<file path="config.mk">
export PLATFORM = sky130hd
export DESIGN_NAME = irq_route_top
export DESIGN_NICKNAME = d
export VERILOG_FILES = /design/src/rtl/irq_route_pkg.sv /design/src/rtl/irq_route_map.sv /design/src/rtl/irq_route_cond.sv /design/src/rtl/irq_route_top.sv
export SDC_FILE = /design/constraint.sdc
export NUM_CORES = 1
export LEC_CHECK = 0
export BUFFER_PORTS_ARGS = -buffer_cell sky130_fd_sc_hd__buf_4
export CORE_MARGIN = 8
export CORE_UTILIZATION = 37
export CTS_CLUSTER_DIAMETER = 150
export DETAILED_ROUTE_END_ITERATION = 16
export PLACE_DENSITY = 0.75
export SYNTH_ARGS = -nofsm -noshare
export SYNTH_HDL_FRONTEND = slang
export SYNTH_SLANG_ARGS = --single-unit
</file>
<file path="constraint.sdc">
create_clock -name clk -period 1 [get_ports clk]
set_input_delay 0.05 -clock clk [delete_from_list [all_inputs] [get_ports clk]]
set_output_delay 0.05 -clock clk [all_outputs]
set_load 0.01 [all_outputs]
</file>
<file path="src/rtl/irq_route_pkg.sv">
package irq_route_pkg;
  localparam int FIRST_SLOT = 5;
  localparam int NUM_SLOTS  = 8;
  localparam int PINS       = 4;
  localparam int NUM_PINS   = NUM_SLOTS * PINS;
  localparam int NUM_LINES  = 14;
  localparam int IRQ_BASE   = 32;
  localparam int ID_W       = 8;
  localparam int IDX_W      = $clog2(NUM_LINES);

  // strobes handed from the routing control to the conditioning datapath
  typedef struct packed {
    logic [NUM_LINES-1:0] lineRaw;
    logic [NUM_LINES-1:0] edgeMode;
    logic [NUM_LINES-1:0] wantHigh;
  } route_strobe_t;

  // internal line for a given slot and pin
  function automatic int mapLine(int slot, int pin);
    if (slot == 5)                    return pin % 4;
    else if (slot == 6)               return 4;
    else if (slot == 7)               return 5;
    else if (slot >= 8 && slot <= 12) return (slot - 8 + pin) + 6;
    else                              return pin;
  endfunction

  // mask of every slot pin that feeds a line
  function automatic logic [NUM_PINS-1:0] pinMask(int line);
    logic [NUM_PINS-1:0] m;
    m = '0;
    for (int s = 0; s < NUM_SLOTS; s++) begin
      for (int p = 0; p < PINS; p++) begin
        if (mapLine(FIRST_SLOT + s, p) == line) m[s*PINS + p] = 1'b1;
      end
    end
    return m;
  endfunction
endpackage

</file>
<file path="src/rtl/irq_route_map.sv">
module irq_route_map
  import irq_route_pkg::*;
#(
  parameter int NP = NUM_PINS,
  parameter int NL = NUM_LINES
) (
  input  logic [NP-1:0]   slotPins,
  input  logic [NL-1:0]   edgeCfg,
  input  logic [NL-1:0]   polCfg,
  output route_strobe_t   strobe
);
  logic [NL-1:0] lineRaw;

  // each line is the OR of the pins wired to it; the mask is fixed at elaboration
  for (genvar l = 0; l < NL; l++) begin : g_line
    localparam logic [NP-1:0] LineMask = pinMask(l);
    assign lineRaw[l] = |(slotPins & LineMask);
  end

  always_comb begin
    strobe.lineRaw  = lineRaw;
    strobe.edgeMode = edgeCfg;
    strobe.wantHigh = polCfg;
  end
endmodule

</file>
<file path="src/rtl/irq_route_cond.sv">
module irq_route_cond
  import irq_route_pkg::*;
#(
  parameter int NL   = NUM_LINES,
  parameter int IW   = ID_W,
  parameter int BASE = IRQ_BASE
) (
  input  logic          clk,
  input  logic          rstN,
  input  route_strobe_t strobe,
  output logic [NL-1:0] pending,
  output logic          cpuIrq,
  output logic [IW-1:0] irqId,
  output logic          irqIdValid
);
  localparam int XW = $clog2(NL);

  logic [NL-1:0] lineQ;
  logic [NL-1:0] pendNext;
  logic [NL-1:0] pendQ;
  logic          cpuQ;
  logic [XW-1:0] lowIdx;

  for (genvar g = 0; g < NL; g++) begin : g_cond
    logic risen;
    logic levelOn;
    assign risen   = strobe.lineRaw[g] & ~lineQ[g];
    assign levelOn = strobe.lineRaw[g] ^ ~strobe.wantHigh[g];
    assign pendNext[g] = strobe.edgeMode[g] ? risen : levelOn;
  end

  always_ff @(posedge clk or negedge rstN) begin
    if (!rstN) begin
      lineQ <= '0;
      pendQ <= '0;
      cpuQ  <= 1'b0;
    end else begin
      lineQ <= strobe.lineRaw;
      pendQ <= pendNext;
      cpuQ  <= |pendNext;
    end
  end

  always_comb begin
    lowIdx = '0;
    for (int i = NL - 1; i >= 0; i--) begin
      if (pendQ[i]) lowIdx = XW'(i);
    end
  end

  assign pending    = pendQ;
  assign cpuIrq     = cpuQ;
  assign irqIdValid = |pendQ;
  assign irqId      = IW'(BASE) + IW'(lowIdx);
endmodule

</file>
<file path="src/rtl/irq_route_top.sv">
module irq_route_top
  import irq_route_pkg::*;
(
  input  logic                 clk,
  input  logic                 rstN,
  input  logic [NUM_PINS-1:0]  slotPins,
  input  logic [NUM_LINES-1:0] edgeCfg,
  input  logic [NUM_LINES-1:0] polCfg,
  output logic [NUM_LINES-1:0] pending,
  output logic                 cpuIrq,
  output logic [ID_W-1:0]      irqId,
  output logic                 irqIdValid
);
  route_strobe_t strobe;

  irq_route_map #(.NP(NUM_PINS), .NL(NUM_LINES)) uMap (
    .slotPins(slotPins),
    .edgeCfg (edgeCfg),
    .polCfg  (polCfg),
    .strobe  (strobe)
  );

  irq_route_cond #(.NL(NUM_LINES), .IW(ID_W), .BASE(IRQ_BASE)) uCond (
    .clk       (clk),
    .rstN      (rstN),
    .strobe    (strobe),
    .pending   (pending),
    .cpuIrq    (cpuIrq),
    .irqId     (irqId),
    .irqIdValid(irqIdValid)
  );
endmodule

</file>
# == Yosys cells after proc, flatten, opt, wreduce, memory -nomap -nowiden ==
# Cells that the tools add are included.
# word_totals
regBits,29
input_bits,62
out_inout_bits,24
# op_classes
n_addsub,1
n_mux,28
n_bitwise,56
n_reduce_logical,10
# ops
operator,n
$mux W4,14
$not A1 Y1,28
$reduce_or A14 Y1,2
$reduce_or A4 Y1,4
$and A1 B1 Y1,14
$mux W1,14
$xor A1 B1 Y1,14
$add A6 B4 Y7 const A,1
$reduce_or A3 Y1,2
$reduce_or A2 Y1,2

# == Logic depth before layout (Yosys ltp) ==
# Gate-level depths: netlist (run 1).
# logic_depth
ltp_word,15
ltp_mapped,5
depth_no_buf,5

# == Hierarchy ==
# Synthesis (run 1) repeated with hierarchy kept, for this count alone.
# hier_totals
cells_unflattened,149
hier_area_um2,1502.7
# modules_own_cells
mod,instances,cells_each,area_each_um2,seq_area_each_um2
irq_route_cond,1,107,1192.4,725.7
irq_route_map,1,42,310.3,0.0

# == Worst setup path after synthesis (run 1) ==
# No wires, ideal clock.
# synth_timing
kind,input port to flip-flop
from,in slotPins[9]
to,"reg uCond.cpuQ, in the netlist uCond.cpuIrq"
setup_ns,0.138
t_arrival_ns,1.219
t_required_ns,0.862
setup_slack_ns,-0.356
stages,4
cell_sequence,or4_4 mux2_4 nor4_2 nand4_1
# synth_via
elab_chain_len,4
elab_cells_between_ends,5
cone_classes,mux: 1; bitwise: 2; reduce/logical: 2
# synth_rtl
element,line,rtl
from (decl),irq_route_top.sv:6,"input logic [NUM_PINS-1:0] slotPins,"
$reduce_or A4 Y1 (*),irq_route_map.sv:17,assign lineRaw[l] = |(slotPins & LineMask);
$xor A1 B1 Y1 or $and A1 B1 Y1 (tied branches),"irq_route_cond.sv:28, irq_route_cond.sv:27",
$mux W1 (*),irq_route_cond.sv:29,assign pendNext[g] = strobe.edgeMode[g] ? risen : levelOn;
named net uCond.pendNext[5],irq_route_cond.sv:19,logic [NL-1:0] pendNext;
$reduce_or A14 Y1 (*),irq_route_cond.sv:40,cpuQ <= |pendNext;
to (signal assigned),irq_route_cond.sv:40,
to (decl),irq_route_cond.sv:21,logic cpuQ;
# Mark *: on every way through the listed nets, which the timed path passes. The rest lies on a longest branch.

# == Worst setup path in the final report (run 1) ==
# layout_timing
from,"reg uCond.pendQ[10], in the netlist uCond.pending[10]"
to,out irqId[0]
# layout_via
elab_chain_len,12
# layout_rtl
element,line,rtl
from (decl),irq_route_cond.sv:20,logic [NL-1:0] pendQ;
from (signal assigned),irq_route_cond.sv:39,pendQ <= pendNext;
$mux W4 (11 in a row),irq_route_cond.sv:47,if (pendQ[i]) lowIdx = XW'(i);
$add A6 B4 Y7,irq_route_cond.sv:54,assign irqId = IW'(BASE) + IW'(lowIdx);
to (decl),irq_route_top.sv:11,"output logic [ID_W-1:0] irqId,"
# Every way passes these cells.

==> out/qor.yml, run 1 <==
run_status:
  outcome: "complete, but fails checks"
  violations: "negative hold slack, negative setup slack"
worst_setup_path:
  worstPathMaxFanout: 4
  cp.arrival_ps: 1640
  crit_path_end_kind: "output port"
  r2r-start: "uCond.lineQ[8]"
  critPathKind: "reg2out"
  worstPathRequired_ps: 950
  startpoint: "uCond.pending[10]"
  cp-start-kind: "register"
timing:
  fin_tns_setup_ps: -4520
  fmax_mhz: 591
  fin_crit_sh_pct: 169
  drv_slew: 0
  max_slew_margin_pct: 62.4
  grt_setup_unrepaired: "yes"
  fin_worst_skew_ps: 10.9
  worstMarginPinSlew_ps: 559
  hold_ws_ps: -53.7
  hold_viol: 7
  setup_ws_ps: -693
  setup_viol: 20
  min_period_ps: 1690
placed_design:
  dpl.hpwl_um: 3610
  placed_area_um2: 2180
  place_congestion: 0.769
  io_buffers: 81
clock_network:
  htreeDepth: 2
  clock_sinks: 29
  cts_buffer_depth: 2
  numCtsBuffers: 5
  cts-root-buf: "clkbuf_4"
  path_clk_slew_ps: 80
  cts.hold.buffers_added: 11
  insertion_delay_ps: 320
  cts_tree: "yes"
synth:
  ys_ff_latch: 29
  synthCells: 117
  yosysWarnings: 0
  synth.distinct_cells: 29
  netlist_area_um2: 1290
  syn_avg_cell_area_um2: 11.0
  ys.flop_type: "dfrtp_1"
  postSynth.asyncResetShare_pct: 100
  synth_edf_count: 0
  ys_seq_area_share_pct: 56.3
detailed_routing:
  routed_via_density: 5.06
  wl_per_cell_um: 17.7
  drt-pass1-iter-count: 4
  wl_um: 5190
  initialDrtViolationCount: 70
  vias: 1482
  drc: 0
  drt.antenna.violating_nets: 0
cells_and_area:
  syn2layout_area_growth_pct: 104
  final_util_pct: 78.9
  drive_above_1_share_pct: 63.6
  multi_input_area_um2: 693
  seqCellArea_um2: 737
  final_nets: 308
  final_common_cell: "buf_4"
  final_area_um2: 2630
  diodes: 0
  mostFrequentLayoutCells: "buf_4 (79), buf_6 (34), dfrtp_1 (20)"
  nFillCells: 217
power_and_ir_drop:
  cellPowerDensity_nw_per_um2: 1130
  totalPowerFinal_mw: 2.97
  vdd_drop_max_mv: 0.801
  leakagePower_nw: 1.18
floorplanning:
  pin_count: 86
  core.rowCount: 21
  die_area_um2: 5630
  fp.dieH_um: 75.0
  core_area_um2: 3340
  start_util_pct: 38.6
  die_x_um: 75.0
global_routing:
  grt_max_degree: 30
  track_usage_pct: 18.4
  grt_pass1_wl_um: 7620
  grt_pass1_vias: 1672
  antenna_found_initial: 0
  overflow: 0
worst_hold_path:
  worst_hold_path_type: "in2reg"
  holdCritStartpoint: "edgeCfg[1]"
job:
  cap_viol_max_count: 0
[worst paths after layout]
check                                         end  slack [ps]  cells past startpoint
worst min-delay path             uCond.pending[1]         -50                      2
worst min register to register  uCond.pending[10]         540                      2
max in group asynchronous       uCond.pending[10]         510                      2
min in group asynchronous        uCond.pending[5]         170                      2
worst max-delay path                     irqId[0]        -690                      5
worst max register to register       uCond.cpuIrq        -220                      4
[kinds of logic after synthesis]
group	after synthesis	synth area share [%]
AND/OR/NAND/NOR	43	19.4
buffers and inverters	7	3.20
other	2	0.583
flip-flops	29	56.3
AO/OA/AOI/OAI	30	15.5
XOR/XNOR	3	2.04
multiplexers	3	2.91
[routing by layer]
metal | vias to the layer above | GRT usage (%) | share of wire (%)
met5 | - | 0 | 0
met4 | 0 | 7.39 | 3.7
met3 | 16 | 6.13 | 6.5
met2 | 70 | 34.9 | 57
met1 | 712 | 17.4 | 33
li1 | 684 | - | -
[state kept, by name, indices dropped and copies added (netlist names)]
| name | count |
|---|---|
| uCond.lineQ | 14 |
| uCond.pending | 14 |
| uCond.cpuIrq | 1 |
[cell type report]
type / count / area share, %
Inverter: 3 / 0.428
Sequential cell: 29 / 28.0
Clock buffer: 8 / 1.85
Timing Repair Buffer: 124 / 41.2
Tap cell: 46 / 2.19
Multi-Input combinational cell: 83 / 26.3
[Yosys cell counts, types with 2 or more instances]
master | count | area [um^2]
xor2_1 | 3 | 26.3
nand3b_1 | 3 | 22.5
buf_4 | 4 | 30.0
or3_1 | 2 | 12.5
conb_1 | 2 | 7.51
or4_1 | 2 | 15.0
nor3_1 | 3 | 15.0
nor2b_1 | 5 | 31.3
nor2_1 | 8 | 30.0
or2_2 | 2 | 12.5
o31ai_1 | 9 | 67.6
nor4_1 | 5 | 31.3
a21oi_1 | 5 | 25.0
dfrtp_1 | 29 | 726
nand2_1 | 7 | 26.3
o211ai_1 | 6 | 45.0
o21ai_0 | 6 | 30.0
inv_1 | 3 | 11.3
mux2_2 | 2 | 22.5
or4_4 | 2 | 22.5
[critical path, stage by stage (launching register included)]
cell      delay [ps]
dfrtp_2          470
o21bai_1         190
a21oi_2          160
o31ai_2           80
a221oi_2         260
buf_4            180
[power by group]
| part | switching, mW | internal [mW] |
|---|---|---|
| sequential | 0.0931 | 1.25 |
| combinational | 0.376 | 0.590 |
| clock | 0.387 | 0.280 |
| total | 0.856 | 2.12 |
[metrics by stage]
step,worst slack [ps],std cells
after CTS,-670,289
after floorplan,-232,119
after global placement,-485,268
after global routing,-766,293
after detailed placement,-523,268
final,-693,293
[repair_timing]
item / CTS / global route
setup endpoints to repair: 20 / 22
buffers inserted: 4 / 8
pin swaps: 9 / 7
gates resized for setup: 37 / 31
hold endpoints to repair: 45 / 7
No activity file was read; power rests on OpenSTA's default activity.
==> run 2: changes to the inputs <==
--- a/config.mk
+++ b/config.mk
@@ -6,11 +6,13 @@
 export NUM_CORES = 1
 export LEC_CHECK = 0
 export BUFFER_PORTS_ARGS = -buffer_cell sky130_fd_sc_hd__buf_4
+export CELL_PAD_IN_SITES_DETAIL_PLACEMENT = 1
+export CELL_PAD_IN_SITES_GLOBAL_PLACEMENT = 1
 export CORE_MARGIN = 8
-export CORE_UTILIZATION = 37
+export CORE_UTILIZATION = 26
 export CTS_CLUSTER_DIAMETER = 150
 export DETAILED_ROUTE_END_ITERATION = 16
-export PLACE_DENSITY = 0.75
+export PLACE_DENSITY_LB_ADDON = 0.1
 export SYNTH_ARGS = -nofsm -noshare
 export SYNTH_HDL_FRONTEND = slang
 export SYNTH_SLANG_ARGS = --single-unit
==> run 2 against run 1 <==
  * Via count decreased by 3.3%
  * The run still ends with negative hold slack, negative setup slack left
  * Critical path type unchanged
  * Combinational power decreased by 5.3%
  * Critical endpoint is now irqId[1]
  * Largest power group unchanged
  * Register-to-register slack got worse by 30 ps
  * Die area increased by 33%
  * Highest routed layer unchanged
==> out/qor.yml, run 2 (synthesis results as in run 1) <==
run_status:
  outcome: "complete, but fails checks"
  violations: "negative hold slack, negative setup slack"
power_and_ir_drop:
  power.internal_mw: 2.62
  swShare_pct: 24.8
  totalPowerFinal_mw: 3.49
  cellPowerDensity_nw_per_um2: 1320
  power_frac_seq_pct: 38.0
  leakagePower_nw: 1.20
  p_clk_share_pct: 35.8
  vdd_drop_max_mv: 0.739
  power.switching_mw: 0.865
  combPwrFrac_pct: 26.2
clock_network:
  htreeDepth: 2
  path_clk_slew_ps: 60
  cts_buffer_depth: 2
  insertion_delay_ps: 280
  numCtsBuffers: 5
  cts_tree: "yes"
  clock_sinks: 29
  cts-root-buf: "clkbuf_8"
  cts.hold.buffers_added: 11
timing:
  grt_setup_unrepaired: "yes"
  drv_slew: 0
  hold_viol: 5
  hold_ws_ps: -11.2
  fmax_mhz: 613
  setup_viol: 15
  setup_ws_ps: -632
  fin_crit_sh_pct: 163
  fin_worst_skew_ps: 4.68
  min_period_ps: 1630
global_routing:
  grt_pass1_wl_um: 8050
  grt_pass1_vias: 1722
  overflow: 0
  track_usage_pct: 13.6
  antenna_found_initial: 0
  grt_max_degree: 30
placed_design:
  dpl.hpwl_um: 3930
  placed_area_um2: 2210
  place_congestion: 0.715
  dp_cells: 287
  pre_cts_slack_ps: -538
  io_buffers: 81
worst_setup_path:
  worstPathCellList: "buf_6 -> nor2_2 -> nor3_1 -> nor3_2 -> nor3_2 -> o31a_1 -> buf_6"
  cpMaxStageDelayCell: "dfrtp_1"
  worstPathRequired_ps: 950
  max_stage_delay_ps: 390
  worstPathMaxFanout: 3
  critPathKind: "reg2out"
  crit_path_end_kind: "output port"
  cp-start-kind: "register"
  cp.arrival_ps: 1580
detailed_routing:
  drc: 0
  drt-pass1-iter-count: 4
  drt.antenna.violating_nets: 0
  wl_um: 5020
  initialDrtViolationCount: 24
  routed_via_density: 4.55
  vias: 1433
  wl_per_cell_um: 15.9
cells_and_area:
  final_nets: 309
  mostFrequentLayoutCells: "buf_4 (88), buf_6 (25), dfrtp_1 (23)"
  final_area_um2: 2650
  diodes: 0
  syn2layout_area_growth_pct: 105
  final_util_pct: 55.7
  fin_cells: 315
  drive_above_1_share_pct: 60.1
  final_common_cell: "buf_4"
floorplanning:
  fp.dieH_um: 86.4
  die_x_um: 86.4
  pin_count: 86
  core.rowCount: 25
  die_area_um2: 7470
  core_area_um2: 4750
  start_util_pct: 27.1
job:
  cap_viol_max_count: 0
worst_hold_path:
  worst_hold_path_type: "in2reg"
## run 2: changes by cell type in the layout (fill, tap and decap cells not counted), moves of 3 or more
cell	before	now
clkbuf_8	0	6
buf_6	34	25
dfrtp_2	9	6
clkbuf_4	5	0
buf_4	79	88
o31ai_1	5	8
o31ai_2	4	1
dfrtp_1	20	23
## run 2: layout make-up
| cell class | count | area (um^2) |
|---|---|---|
| clock buffers | 7 | 86.3 |
| clock inverters | 1 | 30.0 |
| fillers | 531 | 2110 |
| inverters | 3 | 11.3 |
| multi-input cells | 83 | 629 |
| flip-flops and latches | 29 | 733 |
| well taps | 67 | 83.8 |
| repair buffers | 125 | 1070 |
## run 2: worst paths after layout
check | startpoint | endpoint | slack [ps] | cells after the start
setup / recovery | uCond.pending[10] | irqId[1] | -630 | 7
hold / removal | edgeCfg[3] | uCond.pending[3] | -10 | 2
setup reg to reg | uCond.lineQ[12] | uCond.cpuIrq | -250 | 5
hold reg to reg | uCond.lineQ[9] | uCond.pending[9] | 530 | 2
max in group asynchronous | rstN | uCond.pending[5] | 450 | 2
min in group asynchronous | rstN | uCond.lineQ[11] | 240 | 2
## run 2: power groups by stage
stage	clock network, mW	registers, mW	logic (mW)
final	1.25	1.32	0.915
after global routing	1.34	1.33	0.992
after CTS	1.28	1.31	0.853
after detailed placement	0	1.33	0.753
after global placement	0	1.32	0.721
after floorplan	0	1.36	0.210
## run 2: timing repair
item                       CTS  global route
setup buffers                5             9
setup endpoints to repair   16            17
hold endpoints to repair    44             6
gates resized for setup     24            19
pin swaps                    6             7
## run 2: critical path, delay by kind of cell, from the launching register on
| family | cells | cell delay (ps) |
|---|---|---|
| compound gates | 1 | 260 |
| buf+inv | 2 | 260 |
| flops | 1 | 390 |
| simple gates | 4 | 380 |
## run 2: routing by layer
layer / global-route usage, % / routed length, um / up-vias
li1: - / - / 685
met5: 0 / 0 / -
met2: 25.9 / 2820 / 49
met1: 13.0 / 1730 / 694
met3: 5.67 / 419 / 5
met4: 3.76 / 49 / 0
## run 2: through the flow
stage | setup TNS [ps] | hold slack [ps]
6_report | -3680 | -11.2
5_1_grt | -4570 | -19.1
4_1_cts | -3330 | -22.6
3_5_place_dp | -3140 | 1.12
3_3_place_gp | -2790 | -0.163
2_1_floorplan | -716 | -246
==> run 3: changes to the inputs <==
--- a/config.mk
+++ b/config.mk
@@ -7,9 +7,9 @@
 export LEC_CHECK = 0
 export BUFFER_PORTS_ARGS = -buffer_cell sky130_fd_sc_hd__buf_4
 export CELL_PAD_IN_SITES_DETAIL_PLACEMENT = 1
-export CELL_PAD_IN_SITES_GLOBAL_PLACEMENT = 1
+export CELL_PAD_IN_SITES_GLOBAL_PLACEMENT = 2
 export CORE_MARGIN = 8
-export CORE_UTILIZATION = 26
+export CORE_UTILIZATION = 20
 export CTS_CLUSTER_DIAMETER = 150
 export DETAILED_ROUTE_END_ITERATION = 16
 export PLACE_DENSITY_LB_ADDON = 0.1
==> run 3 against run 2 <==
  * The flow still finishes with violations (negative hold slack, negative setup slack)
  * Final cell count rose by 0.32%
  * Core utilization down 15 points
  * Clock-buffer cell count did not move
  * Combinational power shrank 12%
  * Register-to-register slack hardly changed
  * Fmax increased by 3.1%
  * Global-route usage fell by 3.4 points
  * Critical path type unchanged
  * Highest routed layer unchanged
==> out/qor.yml, run 3 (synthesis results as in run 1) <==
run_status:
  outcome: "complete, but fails checks"
  violations: "negative hold slack, negative setup slack"
clock_network:
  cts.hold.buffers_added: 13
  insertion_delay_ps: 280
  htreeDepth: 2
  clock_sinks: 29
  cts_buffer_depth: 2
  cts-root-buf: "clkbuf_8"
  numCtsBuffers: 5
  cts_tree: "yes"
  path_clk_slew_ps: 60
timing:
  drv_slew: 0
  setup_ws_ps: -583
  max_slew_margin_pct: 66.8
  grt_setup_unrepaired: "yes"
  fin_crit_sh_pct: 158
  min_period_ps: 1580
  fin_worst_skew_ps: 1.98
  setup_viol: 13
  hold_ws_ps: -14.8
  fmax_mhz: 632
  worstMarginPinSlew_ps: 495
  hold_viol: 5
job:
  cap_viol_max_count: 0
global_routing:
  grt_pass1_wl_um: 7380
  overflow: 0
  grt_max_degree: 30
  antenna_found_initial: 0
  grt_pass1_vias: 1620
  track_usage_pct: 10.3
floorplanning:
  start_util_pct: 20.5
  fp.dieH_um: 96.3
  die_x_um: 96.3
  core_area_um2: 6280
  pin_count: 86
  core.rowCount: 29
  die_area_um2: 9270
worst_setup_path:
  critPathKind: "reg2out"
  worstPathRequired_ps: 950
  cp.arrival_ps: 1530
  crit_path_end_kind: "output port"
  cp-start-kind: "register"
  worstPathMaxFanout: 4
detailed_routing:
  drt.antenna.violating_nets: 0
  routed_via_density: 4.40
  initialDrtViolationCount: 16
  drc: 0
  vias: 1389
  drt-pass1-iter-count: 2
  wl_um: 4700
  wl_per_cell_um: 14.9
placed_design:
  placed_area_um2: 2150
  dpl.hpwl_um: 3860
  place_congestion: 0.720
  io_buffers: 81
cells_and_area:
  drive_above_1_share_pct: 56.5
  seqCellArea_um2: 733
  syn2layout_area_growth_pct: 95.7
  nFillCells: 717
  mostFrequentLayoutCells: "buf_4 (86), dfrtp_1 (23), buf_6 (17)"
  final_area_um2: 2520
  multi_input_area_um2: 613
  diodes: 0
  final_common_cell: "buf_4"
  final_nets: 300
power_and_ir_drop:
  totalPowerFinal_mw: 3.21
  leakagePower_nw: 1.13
  cellPowerDensity_nw_per_um2: 1270
  vdd_drop_max_mv: 0.568
worst_hold_path:
  worst_hold_path_type: "in2reg"
run 3: report_power, final:
| part | total [mW] | internal [mW] | switching [mW] |
|---|---|---|---|
| combinational | 0.803 | 0.494 | 0.309 |
| sequential | 1.33 | 1.25 | 0.0770 |
| clock | 1.08 | 0.621 | 0.457 |
| total | 3.21 | 2.36 | 0.844 |
run 3: path summary, 6_finish.rpt:
kind	from	to	slack, ps	cells after the start
min in group asynchronous	rstN	uCond.lineQ[8]	230	2
max reg2reg	uCond.lineQ[1]	uCond.cpuIrq	-260	6
min reg2reg	uCond.lineQ[9]	uCond.pending[9]	520	2
min	edgeCfg[3]	uCond.pending[3]	-10	2
max	uCond.pending[10]	irqId[0]	-580	5
max in group asynchronous	rstN	uCond.pending[9]	460	2
run 3: layout make-up:
class | count | share of cell area (%)
clock buffers | 7 | 3.82
clock inverters | 1 | 0.198
inverters | 3 | 0.446
multi-input cells | 83 | 24.3
flip-flops and latches | 29 | 29.1
well taps | 77 | 3.82
repair buffers | 116 | 38.3
run 3: metrics by stage:
| stage | worst slack (ps) | setup TNS, ps | utilization (%) | cells | hold WS (ps) |
|---|---|---|---|---|---|
| 2_1_floorplan | -232 | -716 | - | 119 | -246 |
| 3_3_place_gp | -488 | -2640 | 34.3 | 290 | 5.21 |
| 3_5_place_dp | -545 | -2710 | 34.3 | 290 | 7.73 |
| 4_1_cts | -624 | -3250 | 39.2 | 314 | -15.9 |
| 5_1_grt | -685 | -4060 | 40.2 | 316 | -13.7 |
| 6_report | -583 | -3070 | 40.2 | 316 | -14.8 |
run 3: worst max-delay path, cell delays in order, from the launching register on:
cell,delay [ps]
dfrtp_2,450
o21bai_1,170
a21oi_1,160
o31ai_2,90
a221oi_2,230
buf_4,160
run 3: what timing repair did:
item | in CTS | in global routing
gates resized for setup | 14 | 14
endpoints found under the setup margin | 13 | 17
pin swaps | 4 | 3
setup buffers | 4 | 2
hold endpoints to repair | 45 | 3
run 3: layer usage:
layer  GRT usage, %  up-vias  wire [um]
met4           2.69        0         38
met5              0        -          0
met3           4.13        5        384
met2           19.2       47       2550
li1               -      665          -
met1           10.2      672       1730
